**src/rtl/replay_pkg.sv**
```systemverilog
package replay_pkg;
  // bits needed to index 'n' items, at least one
  function automatic int sel_bits(input int n);
    return (n > 1) ? $clog2(n) : 1;
  endfunction
endpackage

```
**src/rtl/replay_ram.sv**
```systemverilog
module replay_ram #(
  parameter int AW = 5,
  parameter int DW = 64
) (
  input  logic          clk,
  input  logic          we,
  input  logic [AW-1:0] waddr,
  input  logic [DW-1:0] wdata,
  input  logic [AW-1:0] raddr,
  output logic [DW-1:0] rdata
);
  localparam int WORDS = 2 ** AW;

  logic [DW-1:0] mem [WORDS];

  // one write port, one registered read port: block RAM friendly
  always_ff @(posedge clk) begin
    if (we) mem[waddr] <= wdata;
    rdata <= mem[raddr];
  end
endmodule

```
**src/rtl/replay_set_ctl.sv**
```systemverilog
module replay_set_ctl #(
  parameter int DEPTH = 16,
  parameter int IDX_W = 4,
  parameter int PTR_W = 5
) (
  input  logic             clk,
  input  logic             rst,
  input  logic             clr,
  input  logic             push_req,
  input  logic             pop,
  output logic             push_ok,
  output logic [IDX_W-1:0] wr_idx,
  output logic [IDX_W-1:0] rd_idx_nxt,
  output logic [PTR_W-1:0] fill_nxt,
  output logic             ovf
);
  logic [PTR_W-1:0] wr_q, rd_q;
  logic [PTR_W-1:0] rd_nxt, wr_base;
  logic             full;

  // clear wins; removal is taken before the room check
  always_comb begin
    rd_nxt   = clr ? '0 : rd_q + PTR_W'(pop);
    wr_base  = clr ? '0 : wr_q;
    fill_nxt = wr_base - rd_nxt;
    full     = (fill_nxt == PTR_W'(DEPTH));
    push_ok  = push_req && !clr && !full;
  end

  always_ff @(posedge clk) begin
    if (rst) begin
      wr_q <= '0;
      rd_q <= '0;
      ovf  <= 1'b0;
    end else begin
      rd_q <= rd_nxt;
      wr_q <= wr_base + PTR_W'(push_ok);
      ovf  <= clr ? 1'b0 : (ovf | (push_req && full));
    end
  end

  assign wr_idx     = wr_q[IDX_W-1:0];
  assign rd_idx_nxt = rd_nxt[IDX_W-1:0];
endmodule

```
**src/rtl/replay_trigger.sv**
```systemverilog
module replay_trigger #(
  parameter int CNT_W     = 32,
  parameter int LOOKAHEAD = 100
) (
  input  logic             clk,
  input  logic             rst,
  input  logic             en_i,
  input  logic [CNT_W-1:0] icnt_i,
  input  logic             avail_i,
  input  logic [CNT_W-1:0] head_cnt_i,
  output logic             fire_o
);
  localparam int SUM_W = CNT_W + 1;

  logic             en_q;
  logic [CNT_W-1:0] icnt_q;
  logic [SUM_W-1:0] reach;

  always_ff @(posedge clk) begin
    if (rst) begin
      en_q   <= 1'b0;
      icnt_q <= '0;
    end else begin
      en_q   <= en_i;
      icnt_q <= icnt_i;
    end
  end

  // one extra bit keeps the sum from wrapping
  always_comb begin
    reach  = {1'b0, icnt_q} + SUM_W'(LOOKAHEAD);
    fire_o = avail_i && en_q && (reach > {1'b0, head_cnt_i});
  end
endmodule

```
**src/rtl/icount_replay_prefetch.sv**
```systemverilog
module icount_replay_prefetch
  import replay_pkg::*;
#(
  parameter int ADDR_W    = 32,
  parameter int CNT_W     = 32,
  parameter int DEPTH     = 16,
  parameter int LOOKAHEAD = 100,
  parameter int NSETS     = 2,
  parameter int SET_W     = sel_bits(NSETS)
) (
  input  logic              clk,
  input  logic              rst,
  input  logic [NSETS-1:0]  clr_i,
  input  logic              rec_valid_i,
  input  logic [SET_W-1:0]  rec_set_i,
  input  logic [ADDR_W-1:0] rec_addr_i,
  input  logic [CNT_W-1:0]  rec_cnt_i,
  input  logic              play_en_i,
  input  logic [SET_W-1:0]  play_set_i,
  input  logic [CNT_W-1:0]  icount_i,
  output logic              pf_valid_o,
  input  logic              pf_ready_i,
  output logic [ADDR_W-1:0] pf_addr_o,
  output logic [NSETS-1:0]  overflow_o
);
  localparam int IDX_W  = $clog2(DEPTH);
  localparam int PTR_W  = IDX_W + 1;
  localparam int RAM_AW = SET_W + IDX_W;
  localparam int ENT_W  = ADDR_W + CNT_W;

  logic [NSETS-1:0]  push_req, push_ok, pop_s;
  logic [IDX_W-1:0]  wr_idx     [NSETS];
  logic [IDX_W-1:0]  rd_idx_nxt [NSETS];
  logic [PTR_W-1:0]  fill_nxt   [NSETS];
  logic              pop;
  logic              avail_q;
  logic [SET_W-1:0]  set_q;
  logic [ENT_W-1:0]  head;
  logic [CNT_W-1:0]  head_cnt;

  assign pop = pf_valid_o && pf_ready_i;

  for (genvar s = 0; s < NSETS; s++) begin : g_set
    assign push_req[s] = rec_valid_i && (rec_set_i == SET_W'(s));
    assign pop_s[s]    = pop && (set_q == SET_W'(s));

    replay_set_ctl #(
      .DEPTH(DEPTH), .IDX_W(IDX_W), .PTR_W(PTR_W)
    ) u_ctl (
      .clk       (clk),
      .rst       (rst),
      .clr       (clr_i[s]),
      .push_req  (push_req[s]),
      .pop       (pop_s[s]),
      .push_ok   (push_ok[s]),
      .wr_idx    (wr_idx[s]),
      .rd_idx_nxt(rd_idx_nxt[s]),
      .fill_nxt  (fill_nxt[s]),
      .ovf       (overflow_o[s])
    );
  end

  // read address follows the post-removal head, so a new head shows next cycle
  replay_ram #(.AW(RAM_AW), .DW(ENT_W)) u_ram (
    .clk  (clk),
    .we   (|push_ok),
    .waddr({rec_set_i, wr_idx[rec_set_i]}),
    .wdata({rec_addr_i, rec_cnt_i}),
    .raddr({play_set_i, rd_idx_nxt[play_set_i]}),
    .rdata(head)
  );

  // head is valid if the set held an entry before this edge's record
  always_ff @(posedge clk) begin
    if (rst) begin
      avail_q <= 1'b0;
      set_q   <= '0;
    end else begin
      avail_q <= (fill_nxt[play_set_i] != '0);
      set_q   <= play_set_i;
    end
  end

  assign head_cnt  = head[CNT_W-1:0];
  assign pf_addr_o = head[ENT_W-1 -: ADDR_W];

  replay_trigger #(.CNT_W(CNT_W), .LOOKAHEAD(LOOKAHEAD)) u_trig (
    .clk       (clk),
    .rst       (rst),
    .en_i      (play_en_i),
    .icnt_i    (icount_i),
    .avail_i   (avail_q),
    .head_cnt_i(head_cnt),
    .fire_o    (pf_valid_o)
  );
endmodule

```
**config.mk**
```make
export PLATFORM = sky130hd
export DESIGN_NAME = icount_replay_prefetch
export DESIGN_NICKNAME = d
export VERILOG_FILES = /design/src/rtl/replay_pkg.sv /design/src/rtl/replay_ram.sv /design/src/rtl/replay_set_ctl.sv /design/src/rtl/replay_trigger.sv /design/src/rtl/icount_replay_prefetch.sv
export SDC_FILE = /design/constraint.sdc
export NUM_CORES = 2
export LEC_CHECK = 0
export ABC_AREA = 0
export CORE_UTILIZATION = 30
export CTS_CLUSTER_DIAMETER = 30
export DETAILED_ROUTE_END_ITERATION = 8
export SYNTH_ARGS = -nofsm -noshare
export SYNTH_HDL_FRONTEND = slang
export SYNTH_HIERARCHICAL = 1
export SYNTH_SLANG_ARGS = --single-unit
export TNS_END_PERCENT = 20
```
**constraint.sdc**
```tcl
create_clock -name clk -period 8.1 [get_ports clk]
set_input_delay 2.43 -clock clk [delete_from_list [all_inputs] [get_ports clk]]
set_output_delay 2.43 -clock clk [all_outputs]
set_load 0.03 [all_outputs]
```
## After elaboration in Yosys (flattened, before gate mapping)

Memories as Yosys holds them, arrays and structs flattened. A register that Yosys moved wholly into a read port is not among the register bits.
Cells that the tools add are included.

| cells by class | value |
|---|---|
| add/subtract/negate cells | 7 |
| order comparisons | 3 |
| eq/ne operators | 2 |
| mux-type cells | 15 |
| bitwise logic cells | 6 |
| reductions and logical operators | 21 |

Operators with widths:

| cell | number |
|---|---|
| $mux W5 | 7 |
| $add A32 B7 Y33 const B | 1 |
| $gt A33 B32 Y1 | 1 |
| $mux W4 | 6 |
| $add A5 B1 Y5 | 4 |
| $logic_and A1 B1 Y1 | 13 |
| $eq A5 B5 Y1 const B | 2 |
| $sub A5 B5 Y5 | 2 |
| $reduce_or A2 Y1 | 3 |
| $reduce_bool A5 Y1 | 1 |
| $ge A2 B2 Y1 const B | 2 |
| $logic_not A1 Y1 | 4 |
| $not A1 Y2 | 2 |
| $mux W1 | 2 |
| $not A1 Y1 | 2 |
| $or A1 B1 Y1 | 2 |

| storage, ports and cells | value |
|---|---|
| bits in registers | 57 |
| RAM bits | 2048 |
| bits of input ports | 105 |
| memories kept | 1 |

Memories:

| memory | depth | bits a word | read ports | clocked after memory_dff | write ports | line | text |
|---|---|---|---|---|---|---|---|
| u_ram.mem | 32 | 64 | 1 | 1 | 1 | replay_ram.sv:14 | `logic [DW-1:0] mem [WORDS];` |

## Longest topological paths before layout

| depth | value |
|---|---|
| depth after elaboration | 14 |
| mapped depth | 31 |
| gate-level depth less buffers | 30 |

## Hierarchy

Netlist, hierarchy kept.

Modules (own cells, without submodules):

| module | instances | cells each | area an instance (sq um) | sequential area each (sq um) |
|---|---|---|---|---|
| replay_ram | 1 | 3097 | 78964.5 | 62780.2 |
| replay_trigger | 1 | 267 | 2237.1 | 660.6 |
| replay_set_ctl | 2 | 88 | 774.5 | 220.2 |
| icount_replay_prefetch | 1 | 23 | 216.5 | 40.0 |

## Worst setup path before layout

OpenSTA, ideal clock, no wires.

| timing | value |
|---|---|
| path type | flip-flop to flip-flop |
| from | register u_trig.icnt_q[2] |
| to | memory u_ram.mem[12][0] (enable) |
| setup time | 0.486 ns |
| data arrival time | 8.612 ns |
| data required time | 7.614 ns |
| path slack | -0.998 ns |
| cell stages (with the launch flop) | 28 |
| path buffers | 1 |
| clock period less this slack | 9.098 ns |
| cells stage by stage | dfxtp_1 > ha_1 > a211o_2 > nand2_1 > nor2b_4 > and3_2 > xor2_1 > ha_1 > and4_1 > and3_1 > nand3_1 > or4_1 > nand4_1 > o21ai_0 > and3_1 > ha_1 > ha_1 > nand2b_1 > inv_1 > fa_1 > nand2b_1 > a21oi_1 > o32ai_2 > a311oi_2 > or2_1 > or3b_2 > clkbuf_1 > nor2_1 |

RTL lines:

| element | line | text |
|---|---|---|
| start, declared | replay_trigger.sv:16 | `logic [CNT_W-1:0] icnt_q;` |
| start signal, assigned | replay_trigger.sv:25 | `icnt_q <= icnt_i;` |
| end, declared | replay_ram.sv:14 |  |

==> results.sh <==
export IMPL_crit_path_start="u_trig/icnt_q[4]"
export IMPL_crit_path_max_incr_delay_ns=0.72
export IMPL_grt_setup_unrepaired="no"
export IMPL_cts_sink_count=2169
export IMPL_layout_cells_non_filler=8067
export IMPL_fmax_mhz=134.4
export IMPL_syn_inst=3563
export IMPL_nNetsFinal=4213
export IMPL_min_period_over_period_pct=91.85
export IMPL_path_class="reg2reg"
export IMPL_slew_viol_final=0
export IMPL_drive_gt1_share_pct=34.50
export IMPL_netlist_area_leader_share_pct=74.12
export IMPL_synth_async_reset_ratio_pct=0
export IMPL_syn_to_final_growth_pct=24.82
export IMPL_synth_xor_xnor_area_share_pct=0.5067
export IMPL_cts_resized=0
export IMPL_ys_warn_count=6
export IMPL_placed_area_um2=90140
export IMPL_clk_pin_slew_ns=0.05
export IMPL_ioPinCount=140
export IMPL_synth_edf_count=2048
export IMPL_r2r_start="u_trig/icnt_q[4]"
export IMPL_ys_top_cells_by_count="edfxtp_1 (2,048), mux4_2 (602), dfxtp_1 (121)"
export IMPL_port_buffers=139
export IMPL_required_ns=8.63
export IMPL_die_area_um2=278700
export IMPL_synth_seq_cells=2169
export IMPL_period_minus_slack_ns=7.440
export IMPL_worst_hold_path_type="reg2reg"
export IMPL_grt_pass1_vias=41385
export IMPL_antenna_found_initial=29
export IMPL_crit_fanout=47
export IMPL_synth_top_cell_by_area="edfxtp_1"
export IMPL_startpoint_type="flip-flop"
export IMPL_finalPower_mw=29.27
export IMPL_final_area_um2=103600
export IMPL_vias=39646
export IMPL_synthTopCellsByArea="edfxtp_1 (74%), mux4_2 (16%), dfxtp_1 (2.9%), mux2_2 (1.1%), ha_1 (0.74%)"
export IMPL_peakVddDrop_uv=232.2
export IMPL_initial_core_util_pct=30.24
export IMPL_globalRoute_totalOverflow=0
export IMPL_die_h_um=527.9
export IMPL_synthesis_area_um2=82970
export IMPL_yosysMostFrequentCell="edfxtp_1"
export IMPL_ys_seq_area_share_pct=77.04
export IMPL_powerDensity_nw_per_um2=282.6
export IMPL_post_drt_wl_per_cell_um=25.92
export IMPL_hold_buffers=0
export IMPL_synth_compound_area_share_pct=0.8159
export IMPL_cts_buffers=403
export IMPL_slew_headroom_pct=16.89
export IMPL_cts_tree="yes"
export IMPL_power_leakage_nw=32.35
export IMPL_crit_slowest_cell="or3b_2"
export IMPL_synth_nets=3719
export IMPL_post_cts_setup_buffer_count=0
export IMPL_coreArea_um2=274300
export IMPL_yosys_area_share_simple_pct=1.609
export IMPL_ant_nets=0
export IMPL_status="complete, no violations"
export IMPL_worst_slew_pin_slew_ns=1.243
export IMPL_dr_wl_met3_mm=16.12
export IMPL_synthMuxAreaShare_pct=17.91
export IMPL_post_drt_via_cell_ratio=4.915
export IMPL_grt_first_pass_wirelength_mm=299.9
export IMPL_clock_tree_root_cell="clkbuf_16"
export IMPL_crit_arrival_ns=7.97
export IMPL_yosys_area_share_adder_pct=0.7872
export IMPL_fp_row_count=192
export IMPL_drt_met1_wl_mm=89.74
export IMPL_worst_clock_skew_ns=0.09227
export IMPL_final_core_util_pct=37.75
export IMPL_drtIter0Drc=3823
export IMPL_cts_htree_levels=5
export IMPL_min_from="g_set[0].u_ctl/wr_q[4]"
export IMPL_grt_util_all_layers_pct=14.91
export IMPL_met2_length_mm=98.78
export IMPL_setup_viol_count_final=0
export IMPL_wl_mm=209.1
export IMPL_first_pass_iters=5
export IMPL_place_congestion=0.7788
export IMPL_insertion_delay_ns=0.97
export IMPL_end_kind="flip-flop"
export IMPL_drc_errors=0
export IMPL_highest_signal_layer="met5"
export IMPL_synth_ff_type="edfxtp_1"
export IMPL_grt_max_degree=67
export IMPL_drv_cap=0
export IMPL_whs_ns=0.5629
export IMPL_die_x_um=527.9
export IMPL_hold_violations=0
export IMPL_placedCellCount=7338
export IMPL_ys_types=66
export IMPL_syn_area_per_cell_um2=23.29
export IMPL_synth_top_family_by_area="multiplexers"
export IMPL_place_hpwl_mm=112.9
export IMPL_clk_path_buf_depth=4
==> critical path: cells and delay by family (launching register included) <==
kind	cells	cell delay (ns)
AOI/OAI and AO/OA	5	1.07
DFF	1	0.39
buffers and inverters	1	0.42
and+or+nand+nor	14	3.71
xor gates and xnor gates	1	0.15
adders and majority gates	4	1.30
==> where the power goes <==
part           total [mW]  switching (mW)  internal [mW]  leakage, nW
clock network        16.4            5.50           10.9         6.47
registers            12.4          0.0219           12.3         19.4
logic               0.501           0.338          0.163         6.45
==> sequential cells by signal (all words and copies together), names as in the netlist <==
register / count
g_set.u_ctl/rd_q: 10
g_set.u_ctl/ovf: 2
u_ram/rdata: 64
u_trig/en_q: 1
u_trig/icnt_q: 32
set_q: 1
u_ram/mem: 2048
avail_q: 1
g_set.u_ctl/wr_q: 10
==> cells in the final DEF, fill, tap and decap left out, drive strengths merged, types with 4 or more instances in the layout <==
cell,instances
a21oi,17
a221oi,13
a311oi,5
and2,6
and3,9
and4,4
buf,131
bufinv,52
clkbuf,455
clkdlybuf4s50,137
clkinv,140
clkinvlp,45
dfxtp,121
diode,7
edfxtp,2048
ha,49
inv,85
mux2,82
mux2i,38
mux4,602
nand2,29
nand2b,12
nand3,30
nand3b,5
nand4,6
nor2,66
nor2b,56
nor3,12
o211ai,4
o21ai,17
o22ai,10
xnor2,32
xor2,16
==> routing by layer <==
| metal | GRT usage [%] | vias up |
|---|---|---|
| met5 | 0 | - |
| met4 | 4.129 | 22 |
| met3 | 3.728 | 346 |
| met2 | 23.35 | 1548 |
| met1 | 20.55 | 21516 |
| li1 | - | 16214 |
==> per-stage QoR <==
step           setup TNS (ns)  setup WS, ns
5_1_grt                     0        0.1637
3_3_place_gp                0        0.7513
3_5_place_dp                0        0.7332
4_1_cts                     0        0.6485
6_report                    0        0.6598
2_1_floorplan        -1454.06       -0.9985
==> final cells by class <==
class / instances / area, um2
Clock buffer: 454 / 10450
Sequential cell: 2169 / 63920
Clock inverter: 268 / 2953
Timing Repair Buffer: 269 / 3154
Antenna cell: 7 / 17.52
Fill cell: 24581 / 170800
Inverter: 54 / 202.7
Multi-Input combinational cell: 1160 / 18250
Tap cell: 3686 / 4612
==> worst paths after layout <==
kind	slack, ns	end	depth (start not counted)
worst max-delay path	0.66	u_ram/mem[28][32]	25
worst min register to register	0.56	g_set[0].u_ctl/wr_q[4]	2
worst max register to register	0.66	u_ram/mem[28][32]	25
worst min-delay path	0.56	g_set[0].u_ctl/wr_q[4]	2
==> logic make-up (layout without fill, tap and decap cells) <==
logic type | after synthesis | count (layout)
flip-flops | 2169 | 2169
multiplexers | 722 | 722
AND/OR/NAND/NOR | 246 | 246
buffers and inverters | 234 | 1045
AO/OA/AOI/OAI | 93 | 93
adder cells (fa/ha/maj) | 51 | 51
XOR/XNOR | 48 | 48
other | 0 | 7
(Power assumes the default switching activity.)
